--- config.mk ---
export PLATFORM = sky130hd
export DESIGN_NAME = tinyalu_hs
export DESIGN_NICKNAME = d
export VERILOG_FILES = /design/src/rtl/tinyalu_pkg.sv /design/src/rtl/alu_op_decode.sv /design/src/rtl/alu_seq_ctrl.sv /design/src/rtl/alu_datapath.sv /design/src/rtl/tinyalu_hs.sv
export SDC_FILE = /design/constraint.sdc
export NUM_CORES = 1
export LEC_CHECK = 0
export BUFFER_PORTS_ARGS = -buffer_cell sky130_fd_sc_hd__clkbuf_2
export CAP_MARGIN = 20
export CORE_UTILIZATION = 30
export DETAILED_ROUTE_END_ITERATION = 10
export GPL_TIMING_DRIVEN = 1
export PLACE_DENSITY = 0.48
export SLEW_MARGIN = 20
export SYNTH_ARGS = -nofsm -noshare
export SYNTH_HDL_FRONTEND = slang
export SYNTH_SLANG_ARGS = --single-unit
--- constraint.sdc ---
create_clock -name clk -period 9.7 [get_ports clk]
set_input_delay 0.485 -clock clk [delete_from_list [all_inputs] [get_ports clk]]
set_output_delay 0.485 -clock clk [all_outputs]
set_load 0.02 [all_outputs]
--- src/rtl/tinyalu_pkg.sv ---
`timescale 1ns/1ps
package tinyalu_pkg;
  localparam logic [2:0] OPC_NOP = 3'b000;
  localparam logic [2:0] OPC_ADD = 3'b001;
  localparam logic [2:0] OPC_AND = 3'b010;
  localparam logic [2:0] OPC_XOR = 3'b011;
  localparam logic [2:0] OPC_MUL = 3'b100;
  localparam logic [2:0] OPC_CLR = 3'b111;

  typedef enum logic [1:0] {CLS_NONE, CLS_FAST, CLS_SLOW, CLS_CLR} op_class_t;
  typedef enum logic [1:0] {ST_IDLE, ST_MUL, ST_ACK} state_t;
endpackage

--- src/rtl/alu_op_decode.sv ---
`timescale 1ns/1ps
module alu_op_decode
  import tinyalu_pkg::*;
(
  input  logic [2:0] opcode,
  output op_class_t  cls
);
  always_comb begin
    case (opcode)
      OPC_ADD, OPC_AND, OPC_XOR: cls = CLS_FAST;
      OPC_MUL:                   cls = CLS_SLOW;
      OPC_CLR:                   cls = CLS_CLR;
      default:                   cls = CLS_NONE;  // no-op and unassigned codes
    endcase
  end
endmodule

--- src/rtl/alu_seq_ctrl.sv ---
`timescale 1ns/1ps
module alu_seq_ctrl
  import tinyalu_pkg::*;
#(
  parameter int MUL_LAT = 3  // edges for a multiply, counting the accepting edge; at least 2
) (
  input  logic      clk,
  input  logic      rst_n,
  input  logic      start,
  input  op_class_t cls,
  output logic      accept,
  output logic      fast_fin,
  output logic      mul_fin,
  output logic      clr_cmd,
  output logic      done
);
  localparam int CNT_W = $clog2(MUL_LAT + 1);
  localparam logic [CNT_W-1:0] CNT_LOAD = CNT_W'(MUL_LAT - 1);

  state_t           st;
  logic [CNT_W-1:0] cnt;

  assign accept   = (st == ST_IDLE) && start;
  assign fast_fin = accept && (cls == CLS_FAST);
  assign clr_cmd  = accept && (cls == CLS_CLR);
  assign mul_fin  = (st == ST_MUL) && (cnt == CNT_W'(1));

  always_ff @(posedge clk) begin
    if (!rst_n) begin
      st   <= ST_IDLE;
      cnt  <= '0;
      done <= 1'b0;
    end else begin
      done <= fast_fin || mul_fin;
      case (st)
        ST_IDLE: begin
          if (fast_fin) begin
            st <= ST_ACK;
          end else if (accept && cls == CLS_SLOW) begin
            st  <= ST_MUL;
            cnt <= CNT_LOAD;
          end
        end
        ST_MUL: begin
          if (mul_fin) st <= ST_ACK;
          else         cnt <= cnt - CNT_W'(1);
        end
        ST_ACK:  st <= ST_IDLE;  // start ignored on the edge after done
        default: st <= ST_IDLE;
      endcase
    end
  end
endmodule

--- src/rtl/alu_datapath.sv ---
`timescale 1ns/1ps
module alu_datapath
  import tinyalu_pkg::*;
#(
  parameter int DATA_W = 8
) (
  input  logic                  clk,
  input  logic                  rst_n,
  input  logic [2:0]            opcode,
  input  logic [DATA_W-1:0]     opnd_a,
  input  logic [DATA_W-1:0]     opnd_b,
  input  logic                  cap,
  input  logic                  fast_fin,
  input  logic                  mul_fin,
  input  logic                  clr_cmd,
  output logic [2*DATA_W-1:0]   result
);
  localparam int RES_W = 2 * DATA_W;

  logic [DATA_W-1:0] a_q, b_q;
  logic [RES_W-1:0]  fast_val;
  logic [RES_W-1:0]  prod;

  always_comb begin
    case (opcode)
      OPC_ADD: fast_val = RES_W'(opnd_a) + RES_W'(opnd_b);
      OPC_AND: fast_val = RES_W'(opnd_a & opnd_b);
      OPC_XOR: fast_val = RES_W'(opnd_a ^ opnd_b);
      default: fast_val = '0;
    endcase
  end

  assign prod = RES_W'(a_q) * RES_W'(b_q);

  always_ff @(posedge clk) begin
    if (!rst_n) begin
      a_q <= '0;
      b_q <= '0;
    end else if (cap) begin
      a_q <= opnd_a;
      b_q <= opnd_b;
    end
  end

  always_ff @(posedge clk) begin
    if (!rst_n || clr_cmd) result <= '0;
    else if (fast_fin)     result <= fast_val;
    else if (mul_fin)      result <= prod;
  end
endmodule

--- src/rtl/tinyalu_hs.sv ---
`timescale 1ns/1ps
module tinyalu_hs
  import tinyalu_pkg::*;
#(
  parameter int DATA_W  = 8,
  parameter int MUL_LAT = 3
) (
  input  logic                clk,
  input  logic                rst_n,
  input  logic                start,
  input  logic [2:0]          opcode,
  input  logic [DATA_W-1:0]   opnd_a,
  input  logic [DATA_W-1:0]   opnd_b,
  output logic                done,
  output logic [2*DATA_W-1:0] result
);
  op_class_t cls;
  logic      accept, fast_fin, mul_fin, clr_cmd;

  alu_op_decode u_dec (
    .opcode (opcode),
    .cls    (cls)
  );

  alu_seq_ctrl #(.MUL_LAT(MUL_LAT)) u_ctrl (
    .clk      (clk),
    .rst_n    (rst_n),
    .start    (start),
    .cls      (cls),
    .accept   (accept),
    .fast_fin (fast_fin),
    .mul_fin  (mul_fin),
    .clr_cmd  (clr_cmd),
    .done     (done)
  );

  alu_datapath #(.DATA_W(DATA_W)) u_dp (
    .clk      (clk),
    .rst_n    (rst_n),
    .opcode   (opcode),
    .opnd_a   (opnd_a),
    .opnd_b   (opnd_b),
    .cap      (accept),
    .fast_fin (fast_fin),
    .mul_fin  (mul_fin),
    .clr_cmd  (clr_cmd),
    .result   (result)
  );
endmodule

==> impl_metrics.json <==
{
  "status": "finished clean",
  "grt_setup_unrepaired": "no",
  "fp.dieH_um": 118,
  "cts_tree": "yes",
  "p_leak_nw": 2.17,
  "critPathRequiredTime_ns": 9.88,
  "post-cts-setup-buffers": 0,
  "synth_fp_nets": 583,
  "seq_power_share_pct": 39.4,
  "min_path_cells": 3,
  "yosysUniqueCellTypes": 57,
  "ys_warn_count": 0,
  "gp_congestion": 0.838,
  "synthCells": 479,
  "skew_ns": 0.00275,
  "fp-row-count": 42,
  "end_kind": "flip-flop",
  "p_per_area_nw_per_um2": 97.7,
  "dp_hpwl_um": 8570,
  "drt_iter0_drc": 177,
  "clk_latency_ns": 0.28,
  "ctsHoldBuffers": 0,
  "avgSynthCellArea_um2": 8.49,
  "start_util_pct": 30.7,
  "io_pins": 39,
  "grt_pass1_vias": 3604,
  "tightestPinTransition_ns": 1.03,
  "drive_gt1_share_pct": 11.8,
  "slew_violations": 0,
  "grt-ovfl-total": 0,
  "start_kind": "flip-flop",
  "clkTransAtPathRegs_ns": 0.06,
  "setup_viol": 0,
  "die_w_um": 118,
  "diodes": 0,
  "internal-power_mw": 0.297,
  "ys_ff_latch": 37,
  "p_clk_share_pct": 36.1,
  "cts_htree_levels": 2,
  "ir_drop_uv": 80.5,
  "cts_buffers": 5,
  "fin_tns_setup_ns": 0,
  "r2r_cells": 13,
  "worstSetupPathType": "flip-flop to flip-flop",
  "max_freq_mhz": 218,
  "switching_share_pct": 33.0,
  "relSlewSlack_pct": 31.2,
  "core_area_um2": 13200,
  "netlist_area_um2": 4070,
  "synth_ff_type": "dfxtp_1",
  "firstDrtPassIters": 4,
  "mostFrequentLayoutCells": "nand2_1, and2_1, inv_1",
  "grt_pass1_wl_um": 18200,
  "arrival_ns": 4.76,
  "period_share_pct": 47.2,
  "synth_edf_count": 0,
  "final_common_cell": "nand2_1",
  "hold_slack_ns": 0.453,
  "drt-total-wl_um": 10600,
  "vias_per_cell": 5.05,
  "yosysSeqAreaShare_pct": 18.2,
  "grtUsageTotal_pct": 16.3,
  "io_buffers": 38,
  "async_reset_ff_share_pct": 0,
  "cts_resized": 0,
  "grt_max_degree": 24,
  "maxCapViolations": 0,
  "num-fill-cells": 1429,
  "fp.dieArea_um2": 14000,
  "p_comb_share_pct": 24.5,
  "cts_max_path_buffers": 2,
  "postRouteAntennaNets": 0,
  "syn_to_final_growth_pct": 11.8,
  "cts_root_buffer": "clkbuf_16",
  "hold_class": "primary input to flip-flop",
  "final_util_pct": 34.3,
  "via_count": 3465,
  "fin_nets": 613,
  "place_ws_ns": 5.12,
  "cts_sinks": 37,
  "fin_crit_ns": 4.58,
  "grt_antenna_before_repair": 0,
  "worstPathMaxFanout": 9,
  "drt-wirelength-per-cell_um": 15.4,
  "hold_violations": 0,
  "p_sw_mw": 0.147,
  "drcViolationCount": 0,
  "setup_slack_ns": 5.12
}
power groups by stage:
stage / Combinational, mW / Clock [mW] / Sequential [mW]
after floorplan: 0.0800 / 0 / 0.172
after global placement: 0.108 / 0 / 0.178
after detailed placement: 0.109 / 0 / 0.178
after CTS: 0.110 / 0.165 / 0.175
after global routing: 0.124 / 0.171 / 0.177
final: 0.109 / 0.160 / 0.175
area by class of cell:
type                            instances  area (um^2)  area share, %
Multi-Input combinational cell        376         3060           67.3
Clock inverter                          3         17.5          0.385
Timing Repair Buffer                   38          190           4.18
Sequential cell                        37          741           16.3
Clock buffer                            5          125           2.75
Tap cell                              176          220           4.84
Inverter                               51          191           4.21
synthesized netlist by cell type, types with 2 or more instances:
cell type	number	area, um^2
xor2_1	3	26.3
inv_1	51	191
a21boi_0	2	15.0
mux2i_1	2	20.0
o31ai_1	3	22.5
a221oi_1	4	35.0
fa_1	37	741
nor2b_1	2	12.5
clkbuf_1	9	33.8
a22o_1	2	17.5
nand4_1	4	25.0
or3_1	3	18.8
dfxtp_1	37	741
o21a_1	2	15.0
a32oi_1	2	17.5
nand3_1	8	40.0
nor4b_1	3	26.3
nand2_1	65	244
and3_1	7	43.8
xnor2_1	3	26.3
and2_1	51	319
nor2_1	15	56.3
buf_2	3	15.0
o21ai_0	11	55.1
nor3_4	2	32.5
nor3b_1	3	22.5
buf_6	2	22.5
a32o_1	3	30.0
a21oi_1	40	200
ha_1	45	563
o22ai_1	4	25.0
mux2_2	6	67.6
nand2b_1	7	43.8
a22oi_1	4	30.0
or4_1	2	15.0
nor2_2	2	12.5
a21o_1	6	45.0
a211oi_1	5	37.5
stage by stage:
stage	cell area [um^2]	power [mW]	std cells
floorplan	4070	0.252	479
global placement	4400	0.286	678
detailed placement	4400	0.287	678
CTS	4550	0.450	686
global route	4550	0.472	686
finish	4550	0.444	686
worst paths after layout:
check	from	end	slack (ns)
max	u_dp.a_q[2]$_SDFFE_PN0P_	u_dp.result[14]$_SDFFE_PP0P_	5.12
min	opnd_b[0]	u_dp.b_q[0]$_SDFFE_PN0P_	0.45
min reg2reg	u_dp.result[15]$_SDFFE_PP0P_	u_dp.result[15]$_SDFFE_PP0P_	0.46
max reg2reg	u_dp.a_q[2]$_SDFFE_PN0P_	u_dp.result[14]$_SDFFE_PP0P_	5.12
worst max-delay path: stages, from the launching register on:
cell	delay, ns
dfxtp_1	0.51
and2_1	0.20
fa_1	0.44
fa_1	0.52
fa_1	0.54
inv_1	0.05
fa_1	0.54
inv_1	0.07
ha_1	0.38
and3_1	0.21
and2_1	0.16
a21boi_1	0.13
or4_1	0.47
a32o_1	0.25
logic make-up (layout without fill, tap and decap cells):
kind of cell	count (synthesis)	after routing	synth area share [%]
multiplexers	8	8	2.15
AND/OR/NAND/NOR	182	182	24.1
flip-flops	37	37	18.2
AO/OA/AOI/OAI	98	98	15.6
XOR/XNOR	6	6	1.29
adder cells (fa/ha/maj)	82	82	32.1
buffers and inverters	66	97	6.55
layer usage:
layer	vias to the layer above	wire, um	track usage, %
li1	1700	-	-
met1	1684	4820	21.0
met2	65	5200	28.6
met3	16	311	1.50
met4	0	238	5.46
met5	-	0	0
flip-flops by register name, indices dropped and copies added (netlist names):
register and cells:
u_dp.result 16, u_ctrl.cnt 2, u_dp.b_q 8, u_ctrl.done 1, u_ctrl.st 2, u_dp.a_q 8
Power figures use the tool's default switching activity.
